==> src/rtl/lcd_bus_pkg.sv <==
`timescale 1ns/1ps
package lcd_bus_pkg;
  typedef enum logic [2:0] {
    PH_IDLE,
    PH_SETUP,
    PH_STROBE,
    PH_HOLD,
    PH_CSD
  } phase_e;

  function automatic int unsigned max2(input int unsigned a, input int unsigned b);
    return (a > b) ? a : b;
  endfunction
endpackage

==> src/rtl/lcd_phase_len.sv <==
`timescale 1ns/1ps
module lcd_phase_len #(
  parameter int SETUP_W  = 5,
  parameter int STROBE_W = 6,
  parameter int HOLD_W   = 4,
  parameter int CSD_W    = 2,
  parameter int CNT_W    = 6
) (
  input  logic                rw_i,
  input  logic [SETUP_W-1:0]  wr_setup_i,
  input  logic [STROBE_W-1:0] wr_strobe_i,
  input  logic [HOLD_W-1:0]   wr_hold_i,
  input  logic [SETUP_W-1:0]  rd_setup_i,
  input  logic [STROBE_W-1:0] rd_strobe_i,
  input  logic [HOLD_W-1:0]   rd_hold_i,
  input  logic [CSD_W-1:0]    csd_i,
  output logic [CNT_W-1:0]    setup_len_o,
  output logic [CNT_W-1:0]    strobe_len_o,
  output logic [CNT_W-1:0]    hold_len_o,
  output logic [CNT_W-1:0]    csd_len_o
);
  logic [SETUP_W-1:0]  setup_sel;
  logic [STROBE_W-1:0] strobe_sel;
  logic [HOLD_W-1:0]   hold_sel;

  always_comb begin
    setup_sel  = rw_i ? rd_setup_i  : wr_setup_i;
    strobe_sel = rw_i ? rd_strobe_i : wr_strobe_i;
    hold_sel   = rw_i ? rd_hold_i   : wr_hold_i;
    setup_len_o = CNT_W'(setup_sel);
    csd_len_o   = CNT_W'(csd_i);
    // strobe and hold never shorter than one cycle
    strobe_len_o = (strobe_sel == '0) ? CNT_W'(1) : CNT_W'(strobe_sel);
    hold_len_o   = (hold_sel == '0)   ? CNT_W'(1) : CNT_W'(hold_sel);
  end
endmodule

==> src/rtl/lcd_phase_seq.sv <==
`timescale 1ns/1ps
module lcd_phase_seq
  import lcd_bus_pkg::*;
#(
  parameter int CNT_W = 6
) (
  input  logic             clk_i,
  input  logic             rst_ni,
  input  logic             start_i,
  input  logic [CNT_W-1:0] setup_len_i,
  input  logic [CNT_W-1:0] strobe_len_i,
  input  logic [CNT_W-1:0] hold_len_i,
  input  logic [CNT_W-1:0] csd_len_i,
  output phase_e           phase_o,
  output logic             last_o
);
  phase_e           phase_q;
  logic [CNT_W-1:0] cnt_q;

  assign phase_o = phase_q;
  assign last_o  = (cnt_q == '0);

  always_ff @(posedge clk_i or negedge rst_ni) begin
    if (!rst_ni) begin
      phase_q <= PH_IDLE;
      cnt_q   <= '0;
    end else begin
      unique case (phase_q)
        PH_IDLE: if (start_i) begin
          if (setup_len_i != '0) begin
            phase_q <= PH_SETUP;
            cnt_q   <= setup_len_i - 1'b1;
          end else begin
            phase_q <= PH_STROBE;
            cnt_q   <= strobe_len_i - 1'b1;
          end
        end
        PH_SETUP: if (cnt_q != '0) cnt_q <= cnt_q - 1'b1;
        else begin
          phase_q <= PH_STROBE;
          cnt_q   <= strobe_len_i - 1'b1;
        end
        PH_STROBE: if (cnt_q != '0) cnt_q <= cnt_q - 1'b1;
        else begin
          phase_q <= PH_HOLD;
          cnt_q   <= hold_len_i - 1'b1;
        end
        PH_HOLD: if (cnt_q != '0) cnt_q <= cnt_q - 1'b1;
        else if (csd_len_i != '0) begin
          phase_q <= PH_CSD;
          cnt_q   <= csd_len_i - 1'b1;
        end else begin
          phase_q <= PH_IDLE;
        end
        PH_CSD: if (cnt_q != '0) cnt_q <= cnt_q - 1'b1;
        else phase_q <= PH_IDLE;
        default: begin
          phase_q <= PH_IDLE;
          cnt_q   <= '0;
        end
      endcase
    end
  end
endmodule

==> src/rtl/lcd_char_bus_ctrl.sv <==
`timescale 1ns/1ps
module lcd_char_bus_ctrl
  import lcd_bus_pkg::*;
#(
  parameter int SETUP_W  = 5,
  parameter int STROBE_W = 6,
  parameter int HOLD_W   = 4,
  parameter int CSD_W    = 2,
  parameter int DATA_W   = 16,
  parameter int CHAR_W   = 8,
  parameter int NUM_E    = 2,
  localparam int CS_W    = $clog2(NUM_E),
  localparam int CNT_W   = max2(max2(SETUP_W, STROBE_W), max2(HOLD_W, CSD_W))
) (
  input  logic                clk_i,
  input  logic                rst_ni,
  input  logic                req_i,
  input  logic [1:0]          req_op_i,
  input  logic [CS_W-1:0]     req_cs_i,
  input  logic [CHAR_W-1:0]   req_data_i,
  input  logic [SETUP_W-1:0]  cfg_wr_setup_i,
  input  logic [STROBE_W-1:0] cfg_wr_strobe_i,
  input  logic [HOLD_W-1:0]   cfg_wr_hold_i,
  input  logic [SETUP_W-1:0]  cfg_rd_setup_i,
  input  logic [STROBE_W-1:0] cfg_rd_strobe_i,
  input  logic [HOLD_W-1:0]   cfg_rd_hold_i,
  input  logic [CSD_W-1:0]    cfg_cs_delay_i,
  output logic                busy_o,
  output logic                done_o,
  output logic [CHAR_W-1:0]   rd_data_o,
  output logic                lcd_rs_o,
  output logic                lcd_rw_o,
  output logic [NUM_E-1:0]    lcd_e_o,
  output logic [DATA_W-1:0]   lcd_d_o,
  output logic                lcd_d_oe_o,
  input  logic [DATA_W-1:0]   lcd_d_i
);
  phase_e           phase;
  logic             last;
  logic             accept;
  logic             rs_q, rw_q;
  logic [CS_W-1:0]  cs_q;
  logic [CHAR_W-1:0] wdata_q;
  logic [CNT_W-1:0] setup_len, strobe_len, hold_len, csd_len;
  logic             active;

  assign accept = req_i && (phase == PH_IDLE);

  lcd_phase_len #(
    .SETUP_W(SETUP_W), .STROBE_W(STROBE_W), .HOLD_W(HOLD_W),
    .CSD_W(CSD_W), .CNT_W(CNT_W)
  ) u_len (
    .rw_i        (accept ? req_op_i[1] : rw_q),
    .wr_setup_i  (cfg_wr_setup_i),
    .wr_strobe_i (cfg_wr_strobe_i),
    .wr_hold_i   (cfg_wr_hold_i),
    .rd_setup_i  (cfg_rd_setup_i),
    .rd_strobe_i (cfg_rd_strobe_i),
    .rd_hold_i   (cfg_rd_hold_i),
    .csd_i       (cfg_cs_delay_i),
    .setup_len_o (setup_len),
    .strobe_len_o(strobe_len),
    .hold_len_o  (hold_len),
    .csd_len_o   (csd_len)
  );

  lcd_phase_seq #(.CNT_W(CNT_W)) u_seq (
    .clk_i       (clk_i),
    .rst_ni      (rst_ni),
    .start_i     (accept),
    .setup_len_i (setup_len),
    .strobe_len_i(strobe_len),
    .hold_len_i  (hold_len),
    .csd_len_i   (csd_len),
    .phase_o     (phase),
    .last_o      (last)
  );

  always_ff @(posedge clk_i or negedge rst_ni) begin
    if (!rst_ni) begin
      rs_q    <= 1'b0;
      rw_q    <= 1'b0;
      cs_q    <= '0;
      wdata_q <= '0;
    end else if (accept) begin
      rs_q    <= req_op_i[0];
      rw_q    <= req_op_i[1];
      cs_q    <= req_cs_i;
      wdata_q <= req_data_i;
    end
  end

  // capture on the edge closing the final strobe cycle
  always_ff @(posedge clk_i or negedge rst_ni) begin
    if (!rst_ni) begin
      rd_data_o <= '0;
      done_o    <= 1'b0;
    end else begin
      done_o <= 1'b0;
      if (phase == PH_STROBE && last && rw_q) begin
        rd_data_o <= lcd_d_i[CHAR_W-1:0];
        done_o    <= 1'b1;
      end
    end
  end

  assign active     = (phase == PH_SETUP) || (phase == PH_STROBE) || (phase == PH_HOLD);
  assign busy_o     = (phase != PH_IDLE);
  assign lcd_rs_o   = rs_q;
  assign lcd_rw_o   = rw_q;
  assign lcd_d_oe_o = !(active && rw_q);
  assign lcd_d_o    = {{(DATA_W-CHAR_W){1'b0}}, wdata_q};

  for (genvar g = 0; g < NUM_E; g++) begin : g_en
    assign lcd_e_o[g] = (phase == PH_STROBE) && (cs_q == CS_W'(g));
  end
endmodule

==> config.mk <==
export PLATFORM = sky130hd
export DESIGN_NAME = lcd_char_bus_ctrl
export DESIGN_NICKNAME = d
export VERILOG_FILES = /design/src/rtl/lcd_bus_pkg.sv /design/src/rtl/lcd_phase_len.sv /design/src/rtl/lcd_phase_seq.sv /design/src/rtl/lcd_char_bus_ctrl.sv
export SDC_FILE = /design/constraint.sdc
export NUM_CORES = 1
export LEC_CHECK = 0
export BUFFER_PORTS_ARGS = -buffer_cell sky130_fd_sc_hd__buf_2
export CAP_MARGIN = 20
export CORE_MARGIN = 2
export CORE_UTILIZATION = 53
export CTS_CLUSTER_DIAMETER = 200
export DETAILED_ROUTE_END_ITERATION = 8
export PLACE_DENSITY = 0.86
export SLEW_MARGIN = 20
export SYNTH_ARGS = -nofsm -noshare
export SYNTH_HDL_FRONTEND = slang
export SYNTH_SLANG_ARGS = --single-unit
==> constraint.sdc <==
create_clock -name clk_i -period 9.1 [get_ports clk_i]
set_clock_uncertainty 0.2 [all_clocks]
set_input_delay 0.455 -clock clk_i [delete_from_list [all_inputs] [get_ports clk_i]]
set_output_delay 0.455 -clock clk_i [all_outputs]
set_load 0.02 [all_outputs]
* Word level (Yosys, flattened, before mapping)
Index checks and enable logic that the tools add are counted.
** Operators by class
- Add/subtract/negate cells :: 5
- Eq/ne operators :: 11
- Mux-type cells :: 23
- Bitwise operators :: 1
- Reductions and logical operators :: 19
** Operator list (count)
- $mux 6 :: 9
- $pmux 6 s5 :: 1
- $mux 3 :: 6
- $reduce_bool 6->1 :: 3
- $pmux 3 s5 :: 1
- $logic_not 6->1 :: 2
- $sub 6x1->6 const B :: 2
- $ne 2x2->1 const B :: 5
- $mux 4 :: 2
- $eq 3x2->1 const B :: 2
- $logic_and 1x1->1 :: 6
- $sub 5x1->6 const B :: 1
- $mux 5 :: 1
- $reduce_and 5->1 :: 1
- $sub 4x1->5 const B :: 1
- $logic_not 4->1 :: 1
- $eq 3x1->1 const B :: 1
- $eq 3x3->1 const B :: 1
- $logic_not 3->1 :: 1
- $ne 3x1->1 const B :: 1
- $reduce_and 3->1 :: 1
- $reduce_bool 3->1 :: 1
- $sub 2x1->3 const B :: 1
- $logic_or 1x1->1 :: 2
- other kinds (5) :: 6
** Storage, ports and cells
- Register bits :: 29
- Bits of input ports :: 62
- Output and inout bits :: 31

* Longest topological paths before layout
Gate-level depths: netlist (run 1).
- Depth in word-level cells :: 10
- Mapped depth :: 14

* Hierarchy
A second synthesis (run 1) with hierarchy kept.
** Second synthesis, totals
- Cell total of the unflattened synthesis :: 269
- Area total of the unflattened synthesis :: 2484.9 µm²
** Modules (own cells, without submodules)
- lcd_phase_seq :: instances 1, cells an instance 178, area each 1282.5 µm², sequential area each 225.2 µm²
- lcd_char_bus_ctrl :: instances 1, cells an instance 59, area each 903.4 µm², sequential area each 500.5 µm²
- lcd_phase_len :: instances 1, cells an instance 32, area each 299.0 µm², sequential area each 0.0 µm²

* Worst setup path before layout (run 1)
OpenSTA, ideal clock, no wires.
- Path type :: input -> register
- From :: input req_i
- To :: register u_seq.cnt_q[2]
- Library setup time :: 126 ps
- Data arrival time :: 3639 ps
- Required time :: 8774 ps
- Slack :: 5135 ps
- Stages :: 11
- Path through :: buf_2 > nor4b_4 > mux2i_4 > buf_2 > buf_2 > mux2i_1 > ha_1 > nor4b_1 > mux2i_2 > o211a_1 > a221o_1
** On the way
- Cells in the longest elaborated chain, start to end :: 9
- Elaborated cells on any way between the ends :: 20
** RTL lines
- start, declared :: line lcd_char_bus_ctrl.sv:17 : input logic req_i,
- $logic_and 1x1->1 (*) :: line lcd_char_bus_ctrl.sv:47 : assign accept = req_i && (phase == PH_IDLE);
- $mux 1
- $mux 6 :: line lcd_phase_len.sv:28 : strobe_sel = rw_i ? rd_strobe_i : wr_strobe_i;
- $logic_not 6->1 :: line lcd_phase_len.sv:33 : strobe_len_o = (strobe_sel == '0) ? CNT_W'(1) : CNT_W'(strobe_sel);
- $mux 6 :: line lcd_phase_len.sv:33
- $sub 6x1->6 :: line lcd_phase_seq.sv:35, lcd_phase_seq.sv:41
- $mux 6 :: line lcd_phase_seq.sv:30 : if (setup_len_i != '0) begin
- $mux 6 :: line lcd_phase_seq.sv:29 : PH_IDLE: if (start_i) begin
- $pmux 6 s5 :: line lcd_phase_seq.sv:28 : unique case (phase_q)
- end signal, assigned :: line lcd_phase_seq.sv:32 : cnt_q <= setup_len_i - 1'b1;
- end signal, assigned :: line lcd_phase_seq.sv:35 : cnt_q <= strobe_len_i - 1'b1;
- end signal, assigned :: line lcd_phase_seq.sv:41 : cnt_q <= strobe_len_i - 1'b1;
- end, declared :: line lcd_phase_seq.sv:18 : logic [CNT_W-1:0] cnt_q;
Every way passes the cells marked *; elsewhere a longest branch is shown, timed or not. The select of a mux whose other input is x is not followed.
A chain may end at the register's enable or synchronous reset.

* Final worst setup path (run 1)
- From :: register u_seq.phase_q[2] (netlist: u_seq.phase_o[2])
- To :: register u_seq.cnt_q[3]
** On the way
- Cells in the longest elaborated chain, start to end :: 10
- Elaborated cells on any way between the ends :: 27
** RTL lines
- start, declared :: line lcd_phase_seq.sv:17 : phase_e phase_q;
- start signal, assigned :: line lcd_phase_seq.sv:25 : phase_q <= PH_IDLE;
- start signal, assigned :: line lcd_phase_seq.sv:31 : phase_q <= PH_SETUP;
- start signal, assigned :: line lcd_phase_seq.sv:34 : phase_q <= PH_STROBE;
- $logic_not 3->1 :: line lcd_phase_seq.sv:28, lcd_char_bus_ctrl.sv:47
- $logic_and 1x1->1 :: line lcd_char_bus_ctrl.sv:47
- $mux 1
- $mux 6 :: line lcd_phase_len.sv:28
- $logic_not 6->1 :: line lcd_phase_len.sv:33
- $mux 6 :: line lcd_phase_len.sv:33
- $sub 6x1->6 :: line lcd_phase_seq.sv:35, lcd_phase_seq.sv:41
- $mux 6 :: line lcd_phase_seq.sv:30
- $mux 6 :: line lcd_phase_seq.sv:29
- $pmux 6 s5 :: line lcd_phase_seq.sv:28
Parallel ways exist; a longest one is shown, timed or not. The select of a mux whose other input is x is not followed.

==> results of run 1 <==
state kept, by name (all words and copies together) (netlist names):
signal / count
done_o: 1
u_seq.phase_o: 3
lcd_rw_o: 1
lcd_rs_o: 1
u_seq.cnt_q: 6
cs_q: 1
rd_data_o: 8
wdata_q: 8
area by class of cell:
type,count,area [um^2],area share (%)
inverter,9,33.8,1.20
tap,52,65.1,2.32
clock buffer,7,86.3,3.07
multi-input combinational,206,1500,53.5
timing repair buffer,78,395,14.1
sequential,29,726,25.8
logic make-up (layout without fill, tap and decap cells):
kind of cell / count (synthesis) / after routing / synth area share (%)
buffers and inverters: 29 / 94 / 6.14
xor gates and xnor gates: 10 / 10 / 3.74
AOI/OAI and AO/OA: 53 / 53 / 16.3
and+or+nand+nor: 90 / 90 / 20.5
other: 1 / 8 / 0.160
adders and majority gates: 6 / 6 / 3.20
muxes: 39 / 39 / 19.0
DFF: 29 / 29 / 31.0
cell usage in the layout (no fill, tap or decap), drive strengths merged, types with 5 or more instances in the layout:
master  instances
mux2i          18
nor3           11
mux2           21
ha              6
or3             5
a21oi           9
nand2          19
nor2           23
buf            78
o21ai           9
conb            8
clkbuf          7
inv             9
nand2b          6
xnor2           8
dfrtp          29
power groups by stage:
stage,clock [uW],combinational [uW],sequential [uW]
5_1_grt,112,563,261
2_1_floorplan,0,352,281
3_3_place_gp,0,505,251
3_5_place_dp,0,517,254
6_report,104,519,254
4_1_cts,105,516,252
how the worst min path moves through the flow:
stage,start,cells past startpoint,slack [ns],endpoint
after floorplan,rst_ni,0,-0.04,cs_q$_DFFE_PN0N_
after global placement,rd_data_o[2]$_DFFE_PN0P_,1,0.28,rd_data_o[2]$_DFFE_PN0P_
after detailed placement,rd_data_o[1]$_DFFE_PN0P_,1,0.29,rd_data_o[1]$_DFFE_PN0P_
after CTS,rst_ni,1,0.03,wdata_q[2]$_DFFE_PN0N_
after global routing,rst_ni,1,0.07,lcd_rw_o$_DFF_PN0_
final,rst_ni,1,0.01,wdata_q[1]$_DFFE_PN0N_
metal layers:
layer,up-vias,GRT usage (%),routed length (um)
met4,0,8.33,115
li1,1082,-,-
met1,1060,29.6,2330
met2,100,37.5,2770
met5,-,0,0
met3,11,5.63,505
through the flow:
| stage | utilization [%] | cells | hold slack, ns | total power [uW] |
|---|---|---|---|---|
| global route | 65.4 | 381 | 0.0701 | 937 |
| finish | 65.4 | 381 | 0.0115 | 877 |
| detailed placement | 63.4 | 374 | 0.287 | 771 |
| floorplan | - | 264 | -0.0406 | 633 |
| global placement | 63.4 | 374 | 0.280 | 756 |
| CTS | 65.4 | 381 | 0.0269 | 874 |
worst max-delay path: cells and delay by family (launching register included):
kind                       cells  cell delay, ns
muxes                          3            1.38
and+or+nand+nor                2            1.46
DFF                            1            0.62
adders and majority gates      1            0.30
buffers and inverters          1            0.29
AOI/OAI and AO/OA              3            0.64
==> flow_summary.yaml, run 1 <==
clocking:
  clkSlewWorstSetupHoldPaths_ns: 0.06
  cts_max_level: 2
  clk_latency_ns: 0.27
  post_cts_buffers: 0
  numCtsBuffers: 5
  cts_tree: "yes"
  ctsResizeCount: 0
  hold_buffers: 0
  cts_root_buf: "clkbuf_8"
  clock-sinks: 29
  clockBufferDepth: 2
route:
  drtIter0Drc: 171
  wl_per_cell_um: 15.0
  vias: 2253
  ant_nets: 0
  drt_wl_total_um: 5720
  dr.pass1.iters: 4
  routed_via_density: 5.91
  remaining_drc_errors: 0
run_status:
  status: "finished, final reports clean"
synth:
  yosysTopAreaCell: "dfrtp_1"
  ys_seq_area_share_pct: 30.9
  synth-async-reset-ratio_pct: 100
  synth-main-ff-cell: "dfrtp_1"
  synth_common_cells: "29 x dfrtp_1, 23 x nor2_1, 21 x mux2_2"
  synth_cell_type_count: 54
  synth.area.top_cells: "dfrtp_1 31%, mux2_2 10%, mux2i_1 6.4%, nor2_1 3.7%, ha_1 3.2%"
  yosysMostFrequentCell: "dfrtp_1"
  yosys_warnings: 0
  synthCells: 257
  synth-seq-cells: 29
  syn_area_mm2: 0.00234
  synth_area_per_cell_um2: 9.12
  synth.top_cell.area_share_pct: 30.9
  synth_edf_count: 0
finish:
  nFillCells: 362
  drive_gt1_share_pct: 33.7
  layout.nets: 397
  syn_to_final_growth_pct: 19.7
  diodes: 0
  finalInstanceArea_mm2: 0.00281
place:
  place_ws_ns: 4.21
  placed_area_mm2: 0.00272
  post-dp-hpwl_um: 4480
  io_buffer_count: 76
  routabilityCongestion: 0.935
power:
  switching_share_pct: 45.4
  pwr-share-clk_pct: 11.9
  power_frac_seq_pct: 29.0
  p_leak_uw: 0.00131
  comb_power_share_pct: 59.2
  powerDensity_mw_per_mm2: 312
  p_int_uw: 479
  p_sw_uw: 398
  vdd_ir_drop_max_mv: 0.123
worst_hold_path:
  hold_path_class: "in2async"
critical_path:
  r2r_start: "u_seq.phase_o[2]$_DFFE_PN0P_"
  r2r_end: "u_seq.cnt_q[3]$_DFFE_PN0P_"
  critPathLaunchType: "register"
  worstPathArrival_ns: 4.97
  path_max_fanout: 28
  critPathSlowestCell: "mux2i_4"
  r2r_cells: 10
  crit_type: "reg2reg"
  crit_path_start: "u_seq.phase_o[2]$_DFFE_PN0P_"
  worstSetupEndpoint: "u_seq.cnt_q[3]$_DFFE_PN0P_"
  ff2ff_setup_slack_ns: 4.11
  end_kind: "register"
  required_ns: 9.08
  path_cells: "nor4b_4 > buf_4 > mux2i_4 > mux2i_1 > ha_1 > nor4b_1 > mux2i_2 > o21ai_0 > a211oi_1 > o221ai_1"
  max_stage_delay_ns: 0.79
global_routing:
  antenna_found_initial: 0
  gr-total-overflow: 0
  grt_pass1_vias: 2031
  grt_max_degree: 30
  grt_usage_pct: 23.0
  grt_pass1_wl_um: 9310
floorplan:
  die_area_mm2: 0.00497
  ios: 93
  die_y_um: 70.5
  core_mm2: 0.00429
  die_w_um: 70.5
  rows: 24
  initial_utilization_pct: 54.6
timing:
  worstMarginPinSlew_ns: 0.920
  fin_crit_ns: 4.99
  hold_violations: 0
  max_freq_mhz: 200
  rsz0062_at_grt: "no"
  setup_viol_count_final: 0
  drv_slew: 0
  slew_headroom_pct: 37.3
  setup_tns_ns: 0
  final.period_utilization_pct: 54.9
  finalWorstSetupSlack_ns: 4.11
job:
  max_cap_violations: 0
(Power assumes the default switching activity.)
==> inputs of run 2 (changes only) <==
--- a/config.mk
+++ b/config.mk
@@ -8,10 +8,10 @@
 export BUFFER_PORTS_ARGS = -buffer_cell sky130_fd_sc_hd__buf_2
 export CAP_MARGIN = 20
 export CORE_MARGIN = 2
-export CORE_UTILIZATION = 53
+export CORE_UTILIZATION = 49
 export CTS_CLUSTER_DIAMETER = 200
 export DETAILED_ROUTE_END_ITERATION = 8
-export PLACE_DENSITY = 0.86
+export PLACE_DENSITY = 0.81
 export SLEW_MARGIN = 20
 export SYNTH_ARGS = -nofsm -noshare
 export SYNTH_HDL_FRONTEND = slang
==> constraint.sdc (replaced) <==
create_clock -name clk_i -period 4.7 [get_ports clk_i]
set_clock_uncertainty 0.2 [all_clocks]
set_input_delay 0.235 -clock clk_i [delete_from_list [all_inputs] [get_ports clk_i]]
set_output_delay 0.235 -clock clk_i [all_outputs]
set_load 0.02 [all_outputs]
==> run 2 against run 1 <==
Final cell count increased by 6.0%. Combinational power increased by 98%. Routed wire length increased by 8.1%. Utilization decreased by 0.53 points. Critical endpoint is now u_seq.cnt_q[0]$_DFFE_PN0P_. Largest power group unchanged.
==> flow_summary.yaml, run 2 (same netlist as run 1, synthesis figures left out) <==
run_status:
  status: "finished, final reports clean"
clocking:
  clockBufferDepth: 2
  cts_max_level: 2
  cts_tree: "yes"
  clkSlewWorstSetupHoldPaths_ns: 0.06
  cts_root_buf: "clkbuf_8"
  numCtsBuffers: 5
  clk_latency_ns: 0.28
  ctsResizeCount: 0
  clock-sinks: 29
timing:
  rsz0062_at_grt: "no"
  setup_viol_count_final: 0
  hold_violations: 0
  setup_tns_ns: 0
  finalWorstSetupSlack_ns: 0.850
  slew_headroom_pct: 46.5
  fin_crit_ns: 3.85
  final.period_utilization_pct: 81.9
  max_freq_mhz: 260
  drv_slew: 0
  worstMarginPinSlew_ns: 0.792
global_routing:
  grt_usage_pct: 23.6
  antenna_found_initial: 0
  grt_pass1_vias: 2163
  grt_pass1_wl_um: 9830
  gr-total-overflow: 0
  grt_max_degree: 30
route:
  drtIter0Drc: 159
  dr.pass1.iters: 5
  wl_per_cell_um: 15.3
  routed_via_density: 5.78
  drt_wl_total_um: 6190
  vias: 2336
  ant_nets: 0
  remaining_drc_errors: 0
critical_path:
  required_ns: 4.69
  r2r_start: "u_seq.phase_o[2]$_DFFE_PN0P_"
  critPathLaunchType: "register"
  worstPathArrival_ns: 3.84
  crit_path_start: "u_seq.phase_o[2]$_DFFE_PN0P_"
  crit_type: "reg2reg"
  end_kind: "register"
  path_max_fanout: 19
place:
  place_ws_ns: 0.879
  post-dp-hpwl_um: 4390
  routabilityCongestion: 0.943
  dpl.cell_count: 377
  io_buffer_count: 76
floorplan:
  die_area_mm2: 0.00535
  rows: 25
  die_y_um: 73.2
  initial_utilization_pct: 50.3
  die_w_um: 73.2
  core_mm2: 0.00466
  ios: 93
finish:
  nFillCells: 379
  final_common_cell: "buf_2"
  diodes: 0
  instances_no_fill: 404
  syn_to_final_growth_pct: 28.9
  final_core_util_pct: 64.9
  layout.nets: 417
  biggestRegsByFlops: "rd_data_o: 8 flops, wdata_q: 8 flops, u_seq.cnt_q: 6 flops"
  drive_gt1_share_pct: 32.6
  final_cell_mix: "76 x buf_2, 29 x dfrtp_1, 23 x nor2_1, 21 x mux2_2"
worst_hold_path:
  hold_path_class: "in2reg"
  min_from: "req_i"
power:
  p_total_uw: 1750
  p_leak_uw: 0.00140
  vdd_ir_drop_max_mv: 0.253
  powerDensity_mw_per_mm2: 579
job:
  max_cap_violations: 0
[run 2: cell types whose count changed in the layout (fill, tap and decap cells not counted), sizes merged]
cell         change
buf              +1
clkinv           +1
dlygate4sd3     +19
[run 2: area by class of cell]
class                   instances  area (um^2)  share of cell area, %
clock buffers                   7         96.3                   3.19
clock inverters                 1         5.00                  0.166
flip-flops and latches         29          726                   24.0
repair buffers                 98          593                   19.6
multi-input cells             206         1500                   49.7
well taps                      54         67.6                   2.24
inverters                       9         33.8                   1.12
[run 2: power by group]
group,switching (uW),internal (uW)
combinational,572,456
clock,93.6,132
sequential,125,371
total,791,960
[run 2: path summary, 6_finish.rpt]
path | slack (ns) | depth (start not counted) | endpoint
max in group asynchronous | 3.54 | 2 | rd_data_o[5]$_DFFE_PN0P_
min in group asynchronous | 0.35 | 2 | u_seq.cnt_q[2]$_DFFE_PN0P_
min reg2reg | 0.30 | 1 | rd_data_o[4]$_DFFE_PN0P_
min | 0.12 | 3 | u_seq.phase_o[0]$_DFFE_PN0P_
max | 0.85 | 9 | u_seq.cnt_q[0]$_DFFE_PN0P_
max reg2reg | 0.85 | 9 | u_seq.cnt_q[0]$_DFFE_PN0P_
[run 2: timing repair]
action	4_1_cts	5_1_grt
hold buffers	18	1
setup endpoints to repair	0	0
hold endpoints to repair	46	1
buffers inserted	0	0
[run 2: routing by layer]
metal | part of all wire [%] | vias to the layer above | global-route usage [%]
li1 | - | 1121 | -
met2 | 50 | 117 | 40.7
met4 | 2.1 | 0 | 8.64
met3 | 6.1 | 14 | 3.73
met5 | 0 | - | 0
met1 | 42 | 1084 | 29.6
[run 2: worst max-delay path, cell delays in order (launching register included)]
cell and delay (ns):
dfrtp_1 0.61, nor4b_4 0.52, mux2i_4 0.34, mux2i_1 0.22, ha_1 0.28, nor4b_1 0.68, mux2i_2 0.28, o21ai_0 0.30
a32oi_1 0.12, o211ai_1 0.21
[run 2: metrics by stage]
| step | hold WS [ns] | instance area (um^2) |
|---|---|---|
| 2_1_floorplan | -0.261 | 2370 |
| 3_3_place_gp | 0.0856 | 2730 |
| 3_5_place_dp | 0.0975 | 2730 |
| 4_1_cts | 0.000310 | 3010 |
| 5_1_grt | 0.135 | 3020 |
| 6_report | 0.118 | 3020 |
==> inputs of run 3 (changes only) <==
--- a/config.mk
+++ b/config.mk
@@ -8,10 +8,10 @@
 export BUFFER_PORTS_ARGS = -buffer_cell sky130_fd_sc_hd__buf_2
 export CAP_MARGIN = 20
 export CORE_MARGIN = 2
-export CORE_UTILIZATION = 49
+export CORE_UTILIZATION = 44
 export CTS_CLUSTER_DIAMETER = 200
 export DETAILED_ROUTE_END_ITERATION = 8
-export PLACE_DENSITY = 0.81
+export PLACE_DENSITY = 0.76
 export SLEW_MARGIN = 20
 export SYNTH_ARGS = -nofsm -noshare
 export SYNTH_HDL_FRONTEND = slang
==> constraint.sdc (replaced) <==
create_clock -name clk_i -period 3.2 [get_ports clk_i]
set_clock_uncertainty 0.2 [all_clocks]
set_input_delay 0.16 -clock clk_i [delete_from_list [all_inputs] [get_ports clk_i]]
set_output_delay 0.16 -clock clk_i [all_outputs]
set_load 0.02 [all_outputs]
==> run 3 against run 2 <==
Highest routed layer unchanged. Critical path type unchanged. First-iteration DRC count grew 8.2%. Register-to-register slack lost 0.72 ns. Die area grew 11%. Routed wire length grew 6.4%.
==> flow_summary.yaml, run 3 (same netlist as run 1, synthesis figures left out) <==
finish:
  drive_gt1_share_pct: 37.1
  diodes: 0
  multi_input_area_mm2: 0.00156
  biggestRegsByFlops: "rd_data_o: 8 flops, wdata_q: 8 flops, u_seq.cnt_q: 6 flops"
  nFillCells: 451
  final_core_util_pct: 62.2
  layout.nets: 431
  final_cell_mix: "76 x buf_2, 29 x dfrtp_1, 23 x nor2_1, 21 x mux2_2"
  syn_to_final_growth_pct: 36.3
  register_area_um2: 726
  final_common_cell: "buf_2"
power:
  p_leak_uw: 0.00148
  powerDensity_mw_per_mm2: 838
  vdd_ir_drop_max_mv: 0.462
critical_path:
  end_kind: "register"
  critPathLaunchType: "register"
  crit_path_start: "u_seq.phase_o[1]$_DFFE_PN0P_"
  r2r_start: "u_seq.phase_o[1]$_DFFE_PN0P_"
  crit_type: "reg2reg"
  path_max_fanout: 6
  worstPathArrival_ns: 3.04
  required_ns: 3.17
timing:
  hold_violations: 0
  worst_hold_slack_ns: 0.0529
  finalWorstSetupSlack_ns: 0.128
  drv_slew: 0
  worstMarginPinSlew_ns: 0.642
  final.period_utilization_pct: 96.0
  setup_viol_count_final: 0
  fin_crit_ns: 3.07
  slew_headroom_pct: 57.2
  max_freq_mhz: 325
route:
  routed_via_density: 5.54
  wl_per_cell_um: 15.2
  drtIter0Drc: 172
  dr.pass1.iters: 6
  drt_wl_total_um: 6580
  ant_nets: 0
  remaining_drc_errors: 0
  vias: 2404
floorplan:
  ios: 93
  die_w_um: 77
  initial_utilization_pct: 45.6
  die_area_mm2: 0.00593
  rows: 26
  die_y_um: 77
  core_mm2: 0.00514
place:
  place_ws_ns: 0.0614
  io_buffer_count: 76
  post-dp-hpwl_um: 4750
  routabilityCongestion: 0.882
run_status:
  status: "finished, final reports clean"
clocking:
  cts_max_level: 2
  clock-sinks: 29
  cts_root_buf: "clkbuf_8"
  clockBufferDepth: 2
  clkSlewWorstSetupHoldPaths_ns: 0.06
  clk_latency_ns: 0.28
  numCtsBuffers: 5
  cts_tree: "yes"
global_routing:
  grt_pass1_vias: 2342
  grt_usage_pct: 22.4
  grt_pass1_wl_um: 10800
  antenna_found_initial: 0
  grt_max_degree: 30
  gr-total-overflow: 0
worst_hold_path:
  min_from: "req_i"
  hold_path_class: "in2reg"
job:
  max_cap_violations: 0
==> run 3: changes by cell type in the layout (fill, tap and decap cells not counted), moves of 2 or more <==
cell,delta
ha_2,+2
o21ai_0,-2
nor3b_1,-2
buf_4,+13
nor4b_4,+2
ha_1,-2
nor4b_1,-2
clkbuf_8,-2
o21ai_1,+2
==> run 3: repair_timing <==
action                                  CTS  global route
endpoints found under the hold margin    47             0
buffers inserted                          0             4
gates resized for setup                   0             7
endpoints found under the setup margin    0             5
hold buffers                             19             0
==> run 3: critical path, cell delays in order, from the launching register on <==
cell and delay, ns:
dfrtp_1 0.41, nor4b_4 0.40, mux2i_4 0.39, mux2i_1 0.25, ha_2 0.23, nor4b_4 0.31
mux2i_2 0.22, o21ai_1 0.21, a211oi_1 0.10, o221ai_1 0.25
==> run 3: path summary, 6_finish.rpt <==
kind	to	slack [ns]	cells past startpoint
worst max-delay path	u_seq.cnt_q[3]$_DFFE_PN0P_	0.13	9
worst min-delay path	u_seq.phase_o[0]$_DFFE_PN0P_	0.05	3
max in group asynchronous	cs_q$_DFFE_PN0N_	2.12	2
worst min register to register	rd_data_o[3]$_DFFE_PN0P_	0.30	1
min in group asynchronous	wdata_q[0]$_DFFE_PN0N_	0.25	2
worst max register to register	u_seq.cnt_q[3]$_DFFE_PN0P_	0.13	9
==> run 3: metrics by stage <==
stage	instances	area, um^2	setup TNS, ns	total power [uW]
after floorplan	264	2430	-0.783	1830
after global placement	403	2870	0	2260
after detailed placement	403	2870	0	2300
after CTS	430	3140	0	2620
after global routing	434	3200	-0.00319	2860
final	434	3200	0	2680
==> run 3: per-layer routing <==
metal	global-route usage, %	wire length [um]
met4	6.96	80
met1	27.7	2600
met3	3.65	471
met2	39.9	3430
met5	0	0
==> run 3: layout make-up <==
cell class                      instances  share of cell area (%)
Multi-Input combinational cell        206                    48.9
Sequential cell                        29                    22.7
Timing Repair Buffer                  112                    22.0
Tap cell                               70                    2.74
Clock buffer                            6                    2.27
Inverter                                9                    1.06
Clock inverter                          2                   0.313
==> run 3: report_power, final <==
| group | switching, uW | internal [uW] |
|---|---|---|
| logic | 947 | 776 |
| clock network | 135 | 150 |
| registers | 122 | 547 |
| total | 1200 | 1470 |
